--- src/rtl/wake_pkg.sv ---
package wake_pkg;

  typedef enum logic [1:0] {
    ADDR_POL  = 2'd0,
    ADDR_EN   = 2'd1,
    ADDR_CLR  = 2'd2,
    ADDR_STAT = 2'd3
  } regAddr_e;

  // strobes handed from the bus decoder to the datapath
  typedef struct packed {
    logic wrPol;
    logic wrEn;
    logic wrClr;
  } ctrlStrobes_t;

endpackage

--- src/rtl/wake_ctrl.sv ---
module wake_ctrl
  import wake_pkg::*;
#(
  parameter int NUM_PINS = 32,
  parameter int DATA_W   = 32
) (
  input  logic                busSel,
  input  logic                busWrite,
  input  logic [1:0]          busAddr,
  input  logic [NUM_PINS-1:0] polarity,
  input  logic [NUM_PINS-1:0] enable,
  input  logic [NUM_PINS-1:0] statusView,
  output ctrlStrobes_t        strobes,
  output logic [DATA_W-1:0]   busRdata
);

  localparam int PAD_W = DATA_W - NUM_PINS;

  logic          isWrite;
  logic          isRead;
  regAddr_e      addrSel;
  logic [NUM_PINS-1:0] readBits;

  assign addrSel = regAddr_e'(busAddr);
  assign isWrite = busSel & busWrite;
  assign isRead  = busSel & ~busWrite;

  always_comb begin
    strobes       = '0;
    strobes.wrPol = isWrite && (addrSel == ADDR_POL);
    strobes.wrEn  = isWrite && (addrSel == ADDR_EN);
    strobes.wrClr = isWrite && (addrSel == ADDR_CLR);
  end

  always_comb begin
    readBits = '0;
    if (isRead) begin
      unique case (addrSel)
        ADDR_POL:  readBits = polarity;
        ADDR_EN:   readBits = enable;
        ADDR_CLR:  readBits = '0;
        ADDR_STAT: readBits = statusView;
      endcase
    end
  end

  generate
    if (PAD_W > 0) begin : g_pad
      assign busRdata = {{PAD_W{1'b0}}, readBits};
    end else begin : g_nopad
      assign busRdata = readBits;
    end
  endgenerate

endmodule

--- src/rtl/wake_datapath.sv ---
module wake_datapath
  import wake_pkg::*;
#(
  parameter int NUM_PINS    = 32,
  parameter int SYNC_STAGES = 2
) (
  input  logic                clk,
  input  logic                rstN,
  input  logic [NUM_PINS-1:0] pins,
  input  ctrlStrobes_t        strobes,
  input  logic [NUM_PINS-1:0] wdata,
  output logic [NUM_PINS-1:0] polarity,
  output logic [NUM_PINS-1:0] enable,
  output logic [NUM_PINS-1:0] latched,
  output logic [NUM_PINS-1:0] edgeHit,
  output logic [NUM_PINS-1:0] statusView,
  output logic                irq
);

  localparam int LAST_STAGE = SYNC_STAGES - 1;

  logic [NUM_PINS-1:0] syncChain [SYNC_STAGES];
  logic [NUM_PINS-1:0] syncedNow;
  logic [NUM_PINS-1:0] syncedPrev;
  logic [NUM_PINS-1:0] clearMask;

  // synchroniser chain, one register per stage
  generate
    for (genvar s = 0; s < SYNC_STAGES; s++) begin : g_sync
      if (s == 0) begin : g_first
        always_ff @(posedge clk or negedge rstN) begin
          if (!rstN) syncChain[s] <= '0;
          else       syncChain[s] <= pins;
        end
      end else begin : g_next
        always_ff @(posedge clk or negedge rstN) begin
          if (!rstN) syncChain[s] <= '0;
          else       syncChain[s] <= syncChain[s-1];
        end
      end
    end
  endgenerate

  assign syncedNow = syncChain[LAST_STAGE];

  always_ff @(posedge clk or negedge rstN) begin
    if (!rstN) syncedPrev <= '0;
    else       syncedPrev <= syncedNow;
  end

  // configuration registers
  always_ff @(posedge clk or negedge rstN) begin
    if (!rstN) begin
      polarity <= '0;
      enable   <= '0;
    end else begin
      if (strobes.wrPol) polarity <= wdata;
      if (strobes.wrEn)  enable   <= wdata;
    end
  end

  assign clearMask = strobes.wrClr ? wdata : '0;

  // per-pin edge qualifier and event latch
  generate
    for (genvar i = 0; i < NUM_PINS; i++) begin : g_cell
      logic riseSeen;
      logic fallSeen;
      assign riseSeen   = syncedNow[i] & ~syncedPrev[i];
      assign fallSeen   = ~syncedNow[i] & syncedPrev[i];
      assign edgeHit[i] = polarity[i] ? riseSeen : fallSeen;

      always_ff @(posedge clk or negedge rstN) begin
        if (!rstN)          latched[i] <= 1'b0;
        else if (edgeHit[i]) latched[i] <= 1'b1;
        else if (clearMask[i]) latched[i] <= 1'b0;
      end
    end
  endgenerate

  assign statusView = latched & enable;
  assign irq        = |statusView;

endmodule

--- src/rtl/wake_start_unit.sv ---
module wake_start_unit
  import wake_pkg::*;
#(
  parameter int NUM_PINS    = 32,
  parameter int DATA_W      = 32,
  parameter int SYNC_STAGES = 2
) (
  input  logic              clk,
  input  logic              rstN,
  input  logic [31:0]       pins,
  input  logic              busSel,
  input  logic              busWrite,
  input  logic [1:0]        busAddr,
  input  logic [31:0]       busWdata,
  output logic [31:0]       busRdata,
  output logic              wakeIrq
);

  ctrlStrobes_t        strobes;
  logic [NUM_PINS-1:0] polarityReg;
  logic [NUM_PINS-1:0] enableReg;
  logic [NUM_PINS-1:0] latchedState;
  logic [NUM_PINS-1:0] edgeHit;
  logic [NUM_PINS-1:0] statusView;

  wake_ctrl #(
    .NUM_PINS(NUM_PINS),
    .DATA_W  (DATA_W)
  ) u_ctrl (
    .busSel    (busSel),
    .busWrite  (busWrite),
    .busAddr   (busAddr),
    .polarity  (polarityReg),
    .enable    (enableReg),
    .statusView(statusView),
    .strobes   (strobes),
    .busRdata  (busRdata)
  );

  wake_datapath #(
    .NUM_PINS   (NUM_PINS),
    .SYNC_STAGES(SYNC_STAGES)
  ) u_dp (
    .clk       (clk),
    .rstN      (rstN),
    .pins      (pins[NUM_PINS-1:0]),
    .strobes   (strobes),
    .wdata     (busWdata[NUM_PINS-1:0]),
    .polarity  (polarityReg),
    .enable    (enableReg),
    .latched   (latchedState),
    .edgeHit   (edgeHit),
    .statusView(statusView),
    .irq       (wakeIrq)
  );

endmodule

--- config.mk ---
export PLATFORM = sky130hd
export DESIGN_NAME = wake_start_unit
export DESIGN_NICKNAME = d
export VERILOG_FILES = /design/src/rtl/wake_pkg.sv /design/src/rtl/wake_ctrl.sv /design/src/rtl/wake_datapath.sv /design/src/rtl/wake_start_unit.sv
export SDC_FILE = /design/constraint.sdc
export NUM_CORES = 1
export LEC_CHECK = 0
export BUFFER_PORTS_ARGS = -buffer_cell sky130_fd_sc_hd__buf_2
export CAP_MARGIN = 25
export CORE_MARGIN = 3
export CORE_UTILIZATION = 62
export CTS_BUF_LIST = sky130_fd_sc_hd__clkbuf_8 sky130_fd_sc_hd__clkbuf_16
export CTS_CLUSTER_SIZE = 12
export DETAILED_ROUTE_END_ITERATION = 10
export HOLD_SLACK_MARGIN = 0.1
export PLACE_DENSITY = 0.85
export SLEW_MARGIN = 10
export SYNTH_ARGS = -nofsm -noshare
export SYNTH_HDL_FRONTEND = slang
export SYNTH_HIERARCHICAL = 1
export SYNTH_SLANG_ARGS = --single-unit
--- constraint.sdc ---
create_clock -name clk -period 3.6 [get_ports clk]
set_input_delay 0.72 -clock clk [delete_from_list [all_inputs] [get_ports clk]]
set_output_delay 0.72 -clock clk [all_outputs]
set_load 0.03 [all_outputs]
==> key figures <==
Outcome
  • Status: complete, no violations

STA
  • Fin crit share: 0.971
  • Setup TNS: 0 ns
  • RSZ-0062 raised after global routing: no
  • Final WS setup: 0.103 ns
  • Hold_ws: 0.347 ns
  • Worst-Margin Slew: 0.763 ns
  • Tmin final: 3.50 ns
  • Fmax: 286 MHz
  • Final count of hold timing violations: 0
  • Final Max Slew Viols: 0
  • Setup Skew: 0.00782 ns
  • Count of final setup violators: 0
  • Slew margin rel.: 0.491

Place
  • Port bufs: 102
  • Routability cong.: 0.756
  • Pre-CTS setup slack: 0.550 ns
  • Dpl hpwl: 10500 um

Detailed routing
  • DR vias: 5098
  • Drt wl/cell: 17.5 um
  • Iteration-0 DRC Markers: 429
  • Via density: 5.61
  • Drt total wl: 15900 um
  • Drt first pass iters: 5
  • Post-route ant nets: 0
  • Drc violations: 0

Global routing
  • Grt ovf: 0
  • Largest net degree at the start of global routing: 100
  • Initial antenna violation count: 2
  • Total GRT Usage: 0.244
  • Vias in the first global route: 5359
  • First-pass GRT wire length: 26500 um

Power and ir drop
  • Switch share: 0.250
  • Total design power: 5.37 mW
  • Cell Int Power: 4.03 mW
  • Sw Pwr: 1.34 mW
  • Peak VDD IR: 0.000475 V
  • Sequential share of power: 0.483
  • LEAKAGE: 4.02 nW
  • Cell Pwr Density: 594 nW/um^2
  • Clock power frac: 0.383
  • Comb power frac: 0.134

Finish
  • Most common cell after layout, fill and taps aside: dfrtp_1
  • Share of layout cells above drive strength 1: 0.296
  • FILL cells: 789
  • Reg area: 4800 um^2
  • Layout area overhead: 17.4%
  • Final net count: 797
  • Area occupied by multi-input gates: 2740 um^2
  • Most frequent cells in the layout: 192 x dfrtp_1, 101 x buf_2, 97 x nand2_1

Logic synthesis
  • Mapped Nets: 692
  • Number of library cell types mapped by synthesis: 24
  • Cells after Synth: 622
  • Cell Area, Synth: 7710 um^2
  • FF+latch count, synth: 192
  • Yosys warns: 6
  • Register area share after synthesis: 0.623
  • Mean post-synth cell area: 12.4 um^2

Clock tree
  • Hold_buf cts: 0
  • Post-cts sizing count: 0
  • TritonCTS clock tree: done
  • Clk slew on worst S/H paths: 0.07 ns
  • H-Tree Depth: 4
  • Root buffer cell: clkbuf_16
  • CTS buffer count: 17
  • Clk buf depth: 2
  • Clock sink total: 192
  • Clk_lat worst skew: 0.43 ns
  • Setup repair bufs after CTS: 0

Worst setup path
  • Reg-to-reg slack, setup: 2.66 ns
  • Worst Path Max Fanout: 3
  • WS Path Type: flip-flop to output pin
  • Worst setup EP type: output pin
  • Worst EP required: 2.88 ns
  • Worst setup SP type: flip-flop
  • Critical Path AT: 2.78 ns

Floorplan
  • Core area: 12100 um^2
  • Starting Density: 0.639
  • Die Y: 118 um
  • Rows: 40
  • Die area: 13800 um^2
  • Die Span X: 118 um
  • Top-level I/O count: 103

Hold path
  • HP Class: flip-flop to flip-flop

Flow run
  • Max cap viols: 0
cells in the mapped netlist:
master	n	share of area
nand2_1	97	0.047
dlygate4sd1_1	3	0.0034
and2_4	2	0.0023
mux2_2	64	0.093
nand2b_1	1	0.00081
inv_2	1	0.00049
clkbuf_1	13	0.0063
or2_2	4	0.0032
a21o_1	31	0.030
a211oi_1	32	0.031
or4_1	9	0.0088
o21ai_0	32	0.021
a21o_2	1	0.0011
nor3b_1	1	0.00097
and2_1	30	0.024
nor2_1	32	0.016
a21boi_0	15	0.015
a21boi_1	17	0.017
mux2i_1	32	0.042
buf_1	7	0.0034
dfrtp_1	192	0.62
buf_6	1	0.0015
nor3_1	2	0.0013
buf_12	3	0.0078
final timing paths:
| kind | start | to | cells after the start |
|---|---|---|---|
| setup / recovery | u_dp/enable[25]$_DFFE_PN0P_ | wakeIrq | 5 |
| hold / removal | u_dp/syncChain[48]$_DFF_PN0_ | u_dp/syncedNow[16]$_DFF_PN0_ | 0 |
| setup reg to reg | u_dp/polarity[2]$_DFFE_PN0P_ | u_dp/latched[2]$_DFFE_PN0P_ | 4 |
| hold reg to reg | u_dp/syncChain[48]$_DFF_PN0_ | u_dp/syncedNow[16]$_DFF_PN0_ | 0 |
| max in group asynchronous | rstN | u_dp/latched[13]$_DFFE_PN0P_ | 2 |
| min in group asynchronous | rstN | u_dp/syncedPrev[9]$_DFF_PN0_ | 1 |
power by group through the flow:
| stage | clock [mW] | combinational (mW) | sequential [mW] |
|---|---|---|---|
| after floorplan | 0 | 0.512 | 2.57 |
| after global placement | 0 | 0.679 | 2.60 |
| after detailed placement | 0 | 0.714 | 2.63 |
| after CTS | 2.09 | 0.724 | 2.60 |
| after global routing | 2.20 | 0.796 | 2.63 |
| final | 2.06 | 0.720 | 2.59 |
area by class of cell:
class,instances,share of cell area
timing repair buffer,113,0.0692
antenna,1,0.000276
clock inverter,13,0.0229
sequential,192,0.531
multi-input combinational,402,0.303
clock buffer,19,0.0500
inverter,1,0.000415
tap,168,0.0232
cells by family (layout without fill, tap and decap cells):
| kind of cell | count (synthesis) | count (layout) | share of synthesized area |
|---|---|---|---|
| multiplexers | 96 | 96 | 0.135 |
| buffers and inverters | 28 | 146 | 0.0229 |
| AND/OR/NAND/NOR | 178 | 178 | 0.105 |
| other | 0 | 1 | 0 |
| AO/OA/AOI/OAI | 128 | 128 | 0.114 |
| flip-flops | 192 | 192 | 0.623 |
stage by stage:
step	instances	util	instance area, um^2
global route	909	0.751	9050
global placement	876	0.696	8390
finish	909	0.751	9050
detailed placement	876	0.696	8390
CTS	908	0.750	9050
floorplan	622	-	7710
worst max-delay path, stage by stage (launching register included):
cell and delay, ns:
dfrtp_1 0.40, and2_1 0.16, or4_1 0.52, or4_1 0.54
or4_1 0.52, buf_2 0.20
sequential cells by signal, indices dropped and copies added (netlist names):
| signal | flops |
|---|---|
| u_dp/syncChain | 32 |
| u_dp/syncedNow | 32 |
| u_dp/enable | 32 |
| u_dp/syncedPrev | 32 |
| u_dp/latched | 32 |
| u_dp/polarity | 32 |
per-layer routing:
metal  wire, um  GRT usage
met1       6640      0.309
met2       8080      0.406
met3        815     0.0620
met4        337     0.0996
met5         13          0
(Power assumes the default switching activity.)
